File: src/rtl/evt_sel_latch.sv
module evt_sel_latch #(
  parameter int ADDR_W = 12,
  parameter int SEL_W  = 32
) (
  input  logic              clk,
  input  logic              rst_n,
  input  logic [SEL_W-1:0]  evt_req,
  input  logic              psel,
  input  logic              penable,
  input  logic              pwrite,
  input  logic [ADDR_W-1:0] paddr,
  input  logic [1:0]        acc_size,
  input  logic [SEL_W-1:0]  pwdata,
  output logic [SEL_W-1:0]  prdata,
  output logic              pready,
  output logic              pslverr,
  output logic              irq
);
  localparam logic [1:0] SZ_WORD = 2'd2;

  logic [SEL_W-1:0] sel_q;
  logic access, size_ok, at_sel, rd_hit;
  logic unused_wdata;

  assign access  = psel & penable;
  assign size_ok = (acc_size == SZ_WORD);
  assign at_sel  = (paddr == '0);
  assign rd_hit  = access & ~pwrite & size_ok & at_sel;

  assign pready  = 1'b1;
  assign pslverr = access & ~size_ok;
  assign prdata  = rd_hit ? sel_q : '0;
  assign unused_wdata = ^pwdata;

  // read clears, but same-cycle requests are kept
  always_ff @(posedge clk) begin
    if (!rst_n) begin
      sel_q <= '0;
      irq   <= 1'b0;
    end else begin
      sel_q <= (rd_hit ? '0 : sel_q) | evt_req;
      irq   <= |evt_req;
    end
  end

  p_accum_r2: assert property (@(posedge clk) disable iff (!rst_n)
    !rd_hit |=> ((sel_q & $past(sel_q)) == $past(sel_q)) &&
                ((sel_q & $past(evt_req)) == $past(evt_req)));

  p_clear_r3: assert property (@(posedge clk) disable iff (!rst_n)
    rd_hit |=> sel_q == $past(evt_req));

  p_keep_new_r4: assert property (@(posedge clk) disable iff (!rst_n)
    (rd_hit && evt_req != '0) |=> sel_q != '0);

  p_write_r5: assert property (@(posedge clk) disable iff (!rst_n)
    (access && pwrite && evt_req == '0) |=> $stable(sel_q));

  p_offset_r6: assert property (@(posedge clk) disable iff (!rst_n)
    (access && !pwrite && paddr != '0) |-> prdata == '0);

  p_narrow_r7: assert property (@(posedge clk) disable iff (!rst_n)
    (access && acc_size != SZ_WORD) |-> pslverr && prdata == '0);

  p_narrow_keep_r7: assert property (@(posedge clk) disable iff (!rst_n)
    (access && acc_size != SZ_WORD) |=> (sel_q & $past(sel_q)) == $past(sel_q));

  p_pulse_r8: assert property (@(posedge clk) disable iff (!rst_n)
    (evt_req != '0) |=> irq);

  p_pulse_src_r8: assert property (@(posedge clk) disable iff (!rst_n)
    irq |-> $past(evt_req) != '0);
endmodule

File: config.mk
export PLATFORM = sky130hd
export DESIGN_NAME = evt_sel_latch
export DESIGN_NICKNAME = d
export VERILOG_FILES = /design/src/rtl/evt_sel_latch.sv
export SDC_FILE = /design/constraint.sdc
export NUM_CORES = 1
export LEC_CHECK = 0
export ABC_AREA = 1
export BUFFER_PORTS_ARGS = -buffer_cell sky130_fd_sc_hd__buf_2
export CAP_MARGIN = 20
export CORE_ASPECT_RATIO = 2
export CORE_MARGIN = 5
export CORE_UTILIZATION = 29
export DETAILED_ROUTE_END_ITERATION = 8
export PLACE_DENSITY_LB_ADDON = 0.3
export SLEW_MARGIN = 20
export SYNTH_ARGS = -nofsm -noshare
export SYNTH_HDL_FRONTEND = slang
export SYNTH_SLANG_ARGS = --single-unit
File: constraint.sdc
create_clock -name clk -period 0.9 [get_ports clk]
set_input_delay 0.045 -clock clk [delete_from_list [all_inputs] [get_ports clk]]
set_output_delay 0.045 -clock clk [all_outputs]
set_load 0.01 [all_outputs]
**Word level (Yosys, flattened, before mapping)**

Index checks and enable logic that the tools add are counted.

- Muxes and demuxes: 2
- Bitwise logic cells: 8
- Equal/unequal tests: 1
- Reductions and logical operators: 2

Operator list:

| operator | number |
|---|---|
| two-way mux 32 bit | 2 |
| bitwise OR 32 bit | 1 |
| OR reduction 32 bit | 1 |
| zero test 12 bit | 1 |
| AND 1 bit | 5 |
| == test 2 bit, second input constant | 1 |
| NOT 1 bit | 2 |

- Register bits: 33
- Output and inout bits: 35
- Bits of input ports: 83

**Longest topological paths before layout**

Gate-level depths: netlist (run 1).

- Depth in word-level cells: 6
- Mapped depth: 7
- Mapped depth without buffers: 6

**Worst setup path before layout (run 1)**

OpenSTA, ideal clock, no wires.

- Path type: input to output
- Start: input paddr[9]
- End: output prdata[10]
- Path buffers: 1
- Data required time: 0.855 ns
- Data arrival time: 0.911 ns
- Slack: -0.056 ns
- Cell stages on the path: 5
- Cell sequence: or2_1 nor3b_2 nand3_2 buf_6 nor2_2

- Word-level cells in the longest chain between the ends: 3

Ends and longest elaborated chain:

| element | RTL line | RTL |
|---|---|---|
| from (decl) | 11 | `input logic [ADDR_W-1:0] paddr,` |
| zero test 12 bit | 27 | `assign at_sel = (paddr == '0);` |
| AND 1 bit | 28 | `assign rd_hit = access & ~pwrite & size_ok & at_sel;` |
| two-way mux 32 bit | 32 | `assign prdata = rd_hit ? sel_q : '0;` |
| to (decl) | 14 | `output logic [SEL_W-1:0] prdata,` |

No other way between the ends.

**Worst setup path after layout (run 1)**

- Start: input paddr[9]
- End: output prdata[23]

Same word-level chain as after synthesis.

==> out/metrics.yaml, run 1 <==
hold_path:
  timing.hold.worst.class: "primary input to flip-flop"
  worst_hold_startpoint: "evt_req[19]"
worst_setup_path:
  reg2reg_setup_slack_ps: 310
  timing.critical_path.from_type: "primary input"
  worst_path_dominant_cell_family: "simple AND/OR/NAND/NOR gates"
  r2r_start: "sel_q[30]"
  cp_data_required_time_ps: 850
  reg2reg_depth: 2
  worst_r2r_endpoint: "sel_q[30]"
  cp_num_buf_inv: 3
  setup.worst_path.end: "prdata[23]"
  critPathKind: "primary input to primary output"
  critical-path-max-stage-delay_ps: 250
  worst_ep_arrival_time_ps: 1180
  critPathMaxFanout: 8
  cells_traversed_along_the_worst_timing_path: "buf_6 -> or2_4 -> nor3b_4 -> nand3_4 -> clkbuf_16 -> nor2_2 -> buf_2"
  cp_slowest_cell: "or2_4"
  critical_path.endpoint_type: "primary output"
  crit_path_start: "paddr[9]"
  critical_path_cell_count: 7
place:
  port_buffers: 84
  placement.setup.worst_slack_ps: -340
  place.gp.congestion: 0.717
  detailed_place.area_sq_um: 2180
  place_hpwl_um: 3280
  dp.cells: 386
layout:
  ff_latch_area_sq_um: 661
  antenna-diode-count: 0
  synthToLayoutAreaGrowth_pct: 67.0
  stdcell_area_sq_um: 2760
  layoutNonFillerInstCount: 400
  fraction_of_layout_instances_using_a_drive_strength_above_1: 0.431
  post-route-util: 0.488
  finish.net_count: 421
  n_fill_cell: 601
  multiInputGateArea_sq_um: 832
sta:
  finalSetupViolCount: 51
  max_freq_mhz: 814
  hold_slack_ps: 28.4
  postLayoutSetupSlackWorst_ps: -329
  rsz0062_at_grt: "true"
  maxSlewViolCount: 0
  post_route_minimum_period_ps: 1230
  fin_skew_ps: 0
  final-hold-violation-count: 0
  setup_tns_final_ps: -10080
  period_share: 1.37
clock_network:
  clk_path_buf_depth: 2
  post-cts-setup-buffers: 0
  postCtsHoldBufs: 0
  clkSlewWorstSetupHoldPaths_ps: 50
  clock_latency_reported_for_the_late_side_of_the_worst_skew_pair_ps: 270
  clock_sink_count: 33
  tritoncts: "built"
  tritoncts.num_buffers: 5
  cts-htree-levels: 2
  ctsRootBufferMaster: "clkbuf_16"
grt:
  grt_pass1_wl_um: 7130
  global_route_total_overflow: 0
  grtUsageTotal: 0.120
  largest_net_degree_at_the_start_of_global_routing: 34
  first_global_vias: 1741
  antenna_found_initial: 0
synth:
  syn-instance-count: 244
  ys_types: 18
  postSynthRegisterBits: 33
  synth-seq-area-share: 0.399
  synth.net_count: 327
  synth_most_common_cell: "inv_1"
  netlist.area_leader.share: 0.399
  synth.avg_cell_area_sq_um: 6.78
  synth_top_cells_by_area: "dfxtp_1, inv_1, nor2_2, a21oi_1, nand2_1"
  synth_area_sq_um: 1660
  synthArstFlopShare: 0
  postSynth.topFlopCell: "dfxtp_1"
  synth_area_leader_cell: "dfxtp_1"
  synth.cells.most_frequent: "inv_1, nand2_1, a21oi_1, dfxtp_1, nor2_2"
  synth-edff-count: 0
  ys_warn_count: 0
floorplan:
  fp.dieH_um: 117
  row_count: 39
  initial_utilization: 0.292
  dieArea_sq_um: 7410
  die_x_um: 63.4
  boundaryPins: 118
  fp.coreArea_sq_um: 5660
status:
  violated_checks: "negative setup slack"
  run_status: "finished with violations"
power_and_ir_drop:
  worst_ir_drop_on_vdd_v: 0.00166
  seq_power_share: 0.402
  switching_share: 0.216
  combinationalPowerShare: 0.109
  intPower_mw: 3.15
  power_switching_mw: 0.867
  pwr-share-clk: 0.488
  power.leakage_nw: 1.43
  power.total_mw: 4.02
  power-per-cell-area_nw_per_um2: 1450
routing:
  vias_per_cell: 4.38
  remaining_drc_errors: 0
  detail_route.first_pass.iterations: 4
  route.detailed.wl_per_inst_um: 12.8
  via_count: 1752
  antenna_left: 0
  drtIter0Drc: 55
  detail_route.wirelength_um: 5110
flow_run:
  cap_violations: 0
[cell families (layout without fill, tap and decap cells)]
group	Yosys count	in the layout	synth area share
compound gates	33	33	0.0998
buf+inv	77	172	0.193
flops	33	33	0.399
other cells	1	1	0.00227
simple gates	100	100	0.306
[how the worst min path moves through the flow]
| stage | endpoint | cells after the start |
|---|---|---|
| 2_1_floorplan | pslverr | 1 |
| 3_3_place_gp | sel_q[19] | 3 |
| 3_5_place_dp | sel_q[8] | 3 |
| 4_1_cts | sel_q[19] | 3 |
| 5_1_grt | sel_q[4] | 3 |
| 6_report | sel_q[19] | 3 |
[metal layers]
| metal | up-vias | share of wire | track usage |
|---|---|---|---|
| met5 | - | 0 | 0 |
| li1 | 900 | - | - |
| met3 | 6 | 0.051 | 0.0239 |
| met2 | 55 | 0.59 | 0.232 |
| met4 | 0 | 0.021 | 0.0666 |
| met1 | 791 | 0.34 | 0.115 |
[power by group through the flow]
stage | clock (mW) | combinational [mW] | sequential (mW)
finish | 1.96 | 0.439 | 1.62
global route | 2.07 | 0.501 | 1.63
CTS | 2.00 | 0.406 | 1.62
detailed placement | 0 | 0.400 | 1.64
global placement | 0 | 0.393 | 1.64
floorplan | 0 | 0.229 | 1.64
[final cells by class]
type	instances	area share
multi-input combinational	134	0.301
timing repair buffer	97	0.279
sequential	33	0.239
inverter	67	0.0910
clock buffer	7	0.0516
tap	61	0.0276
clock inverter	1	0.0109
[layout by cell type (no fill, tap or decap), drive strengths merged]
cell / count
buf: 93
inv: 67
nor2: 46
nand2: 39
a21oi: 33
dfxtp: 33
clkbuf: 11
nand4: 8
nand3: 3
or2: 2
nor3b: 2
conb: 1
bufinv: 1
[what timing repair did]
item,in CTS,in global routing
cloned,0,6
endpoints found under the setup margin,32,64
pin swaps,0,3
resized for setup,5,49
[state kept, by name, summed over array words and instances, names as in the netlist]
signal	count
sel_q	32
irq	1
[worst reg2reg max path, stage by stage (launching register included)]
cell and delay, ps:
dfxtp_1 340, nand2_1 60, a21oi_1 130
(Power assumes the default switching activity.)
==> run 2: changes to the inputs <==
--- a/config.mk
+++ b/config.mk
@@ -5,7 +5,6 @@
 export SDC_FILE = /design/constraint.sdc
 export NUM_CORES = 1
 export LEC_CHECK = 0
-export ABC_AREA = 1
 export BUFFER_PORTS_ARGS = -buffer_cell sky130_fd_sc_hd__buf_2
 export CAP_MARGIN = 20
 export CORE_ASPECT_RATIO = 2
==> out/metrics.yaml, run 2 <==
routing:
  vias_per_cell: 5.25  # was 4.38
  detail_route.first_pass.iterations: 4  # unchanged
  drtIter0Drc: 104  # was 55
  remaining_drc_errors: 0  # unchanged
  antenna_left: 0  # unchanged
  via_count: 1946  # was 1752
  detail_route.wirelength_um: 5890  # was 5110 um
  route.detailed.wl_per_inst_um: 15.9  # was 12.8 um
synth:
  postSynth.topFlopCell: "dfxtp_1"  # unchanged
  synth-seq-area-share: 0.422  # was 0.399
  synth_area_leader_cell: "dfxtp_1"  # unchanged
  synth.net_count: 281  # was 327
  syn-instance-count: 198  # was 244
  postSynthRegisterBits: 33  # unchanged
  synthArstFlopShare: 0  # unchanged
  synth_area_sq_um: 1570  # was 1660 sq um
  ys_warn_count: 0  # unchanged
  synth-edff-count: 0  # unchanged
  synth.avg_cell_area_sq_um: 7.91  # was 6.78 sq um
  ys_types: 18  # unchanged
  synth_top_cells_by_area: "dfxtp_1, and3_1, a31oi_1, o21ai_0, inv_1"  # was dfxtp_1, inv_1, nor2_2, a21oi_1, nand2_1
  netlist.area_leader.share: 0.422  # was 0.399
  synth.cells.most_frequent: "and3_1, dfxtp_1, a31oi_1, inv_1, o21ai_0"  # was inv_1, nand2_1, a21oi_1, dfxtp_1, nor2_2
place:
  place_hpwl_um: 3270  # was 3280 um
  port_buffers: 84  # unchanged
  place.gp.congestion: 0.748  # was 0.717
  placement.setup.worst_slack_ps: -340  # about the same
worst_setup_path:
  critPathMaxFanout: 4  # was 8
  cp_slowest_cell: "and3_4"  # was or2_4
  critical_path.endpoint_type: "primary output"  # unchanged
  cells_traversed_along_the_worst_timing_path: "buf_6 -> nor4_4 -> and3_4 -> buf_12 -> clkbuf_16 -> and3_4 -> buf_6"  # was buf_6 -> or2_4 -> nor3b_4 -> nand3_4 -> clkbuf_16 -> nor2_2 -> buf_2
  worst_ep_arrival_time_ps: 1210  # was 1180 ps
  worst_path_dominant_cell_family: "simple AND/OR/NAND/NOR gates"  # unchanged
  cp_data_required_time_ps: 850  # about the same
  cp_num_buf_inv: 4  # was 3
  critical-path-max-stage-delay_ps: 260  # was 250 ps
  timing.critical_path.from_type: "primary input"  # unchanged
  critPathKind: "primary input to primary output"  # unchanged
layout:
  synthToLayoutAreaGrowth_pct: 76.7  # was 67.0%
  top_regs: "sel_q x32, irq x1"  # unchanged
  largest_register_ffs: 32  # unchanged
  ff_latch_area_sq_um: 661  # unchanged
  post-route-util: 0.519  # was 0.488
  finish.net_count: 393  # was 421
  mostFrequentLayoutCells: "buf_2, dfxtp_1, inv_1, o21ai_0, a31oi_1"  # was inv_1, buf_2, nand2_1
  n_fill_cell: 493  # was 601
  multiInputGateArea_sq_um: 788  # was 832 sq um
  max_flop_register: "sel_q"  # unchanged
  fraction_of_layout_instances_using_a_drive_strength_above_1: 0.463  # was 0.431
  final_common_cell: "buf_2"  # was inv_1
  antenna-diode-count: 0  # unchanged
sta:
  maxSlewViolCount: 0  # unchanged
  finalSetupViolCount: 52  # was 51
  postLayoutSetupSlackWorst_ps: -354  # was -329 ps
  period_share: 1.39  # was 1.37
  final-hold-violation-count: 0  # unchanged
  fin_skew_ps: 0  # unchanged
  max_freq_mhz: 798  # was 814 MHz
  rsz0062_at_grt: "true"  # unchanged
  setup_tns_final_ps: -10890  # was -10080 ps
  post_route_minimum_period_ps: 1250  # was 1230 ps
power_and_ir_drop:
  power-per-cell-area_nw_per_um2: 1140  # was 1450 nW/um^2
  power.leakage_nw: 1.45  # was 1.43 nW
  power.total_mw: 3.14  # was 4.02 mW
  pwr-share-clk: 0.345  # was 0.488
  intPower_mw: 2.34  # was 3.15 mW
  power_switching_mw: 0.803  # was 0.867 mW
  seq_power_share: 0.514  # was 0.402
  worst_ir_drop_on_vdd_v: 0.000846  # was 0.00166 V
  combinationalPowerShare: 0.141  # was 0.109
  switching_share: 0.256  # was 0.216
flow_run:
  cap_violations: 0  # unchanged
grt:
  grt_pass1_wl_um: 8270  # was 7130 um
  antenna_found_initial: 0  # unchanged
  global_route_total_overflow: 0  # unchanged
  largest_net_degree_at_the_start_of_global_routing: 63  # was 34
  grtUsageTotal: 0.152  # was 0.120
  first_global_vias: 1726  # was 1741
status:
  violated_checks: "negative setup slack"  # unchanged
  run_status: "finished with violations"  # unchanged
clock_network:
  tritoncts.num_buffers: 5  # unchanged
  clkSlewWorstSetupHoldPaths_ps: 70  # was 50 ps
  clk_path_buf_depth: 2  # unchanged
  clock_sink_count: 33  # unchanged
  ctsRootBufferMaster: "clkbuf_8"  # was clkbuf_16
  clock_latency_reported_for_the_late_side_of_the_worst_skew_pair_ps: 280  # was 270 ps
  tritoncts: "built"  # unchanged
  cts-htree-levels: 2  # unchanged
floorplan:
  fp.dieH_um: 114  # was 117 um
  row_count: 38  # was 39
  boundaryPins: 118  # unchanged
  fp.coreArea_sq_um: 5330  # was 5660 sq um
  dieArea_sq_um: 7060  # was 7410 sq um
  die_x_um: 62.0  # was 63.4 um
  initial_utilization: 0.294  # was 0.292
hold_path:
  timing.hold.worst.class: "primary input to flip-flop"  # unchanged
==> run 2: cell count changes after synthesis, moves of 6 or more <==
cell     previous run  this run
nand2_1            39         1
inv_1              67        32
a21oi_1            33         0
and3_1              0        33
a31oi_1             0        32
o21ai_0             0        32
nor2_2             28         0
nor2_1             16         0
nor4_1              0        10
nand4_1             8         2
==> run 2: through the flow <==
| stage | area (sq um) | std cells | hold slack, ps |
|---|---|---|---|
| 6_report | 2770 | 371 | 18.1 |
| 5_1_grt | 2770 | 371 | 17.0 |
| 4_1_cts | 2530 | 366 | 9.38 |
| 3_5_place_dp | 2220 | 349 | 313 |
| 3_3_place_gp | 2220 | 349 | 306 |
| 2_1_floorplan | 1580 | 198 | 181 |
==> run 2: cell type report <==
cell class / instances / share of cell area
clock inverters: 2 / 0.00362
repair buffers: 122 / 0.376
well taps: 60 / 0.0271
clock buffers: 6 / 0.0262
inverters: 32 / 0.0434
flip-flops and latches: 33 / 0.239
multi-input cells: 116 / 0.285
==> run 2: power by group through the flow <==
stage / clock [mW] / combinational (mW) / sequential [mW]
3_3_place_gp: 0 / 0.385 / 1.64
6_report: 1.08 / 0.444 / 1.61
2_1_floorplan: 0 / 0.157 / 1.63
5_1_grt: 1.20 / 0.492 / 1.62
4_1_cts: 1.10 / 0.413 / 1.61
3_5_place_dp: 0 / 0.397 / 1.64
==> run 2: layer usage <==
| layer | routed length, um | up-vias | GRT usage |
|---|---|---|---|
| met5 | 0 | - | 0 |
| met4 | 102 | 0 | 0.0510 |
| met3 | 637 | 12 | 0.0453 |
| met2 | 2740 | 111 | 0.215 |
| met1 | 2410 | 887 | 0.217 |
| li1 | - | 936 | - |
==> run 2: final timing paths <==
check | startpoint | end | slack [ps] | cells past startpoint
setup / recovery | paddr[9] | prdata[31] | -350 | 7
hold / removal | evt_req[30] | sel_q[30] | 20 | 3
setup reg to reg | sel_q[19] | sel_q[19] | 210 | 2
hold reg to reg | sel_q[28] | sel_q[28] | 540 | 2
==> run 2: logic make-up after synthesis <==
| kind of cell | Yosys count | synth area share |
|---|---|---|
| AO/OA/AOI/OAI | 65 | 0.235 |
| other | 1 | 0.00240 |
| buffers and inverters | 49 | 0.129 |
| flip-flops | 33 | 0.422 |
| AND/OR/NAND/NOR | 50 | 0.212 |
==> run 2: repair_timing <==
item	in CTS	in global routing
pin swaps	6	4
setup endpoints to repair	36	64
gates cloned	4	5
resized for setup	14	31
buffers inserted	5	2
hold buffers	0	0
==> run 2: worst reg2reg max path: stages (launching register included) <==
cell     delay, ps
dfxtp_1        340
o21ai_0         90
a31oi_1        170
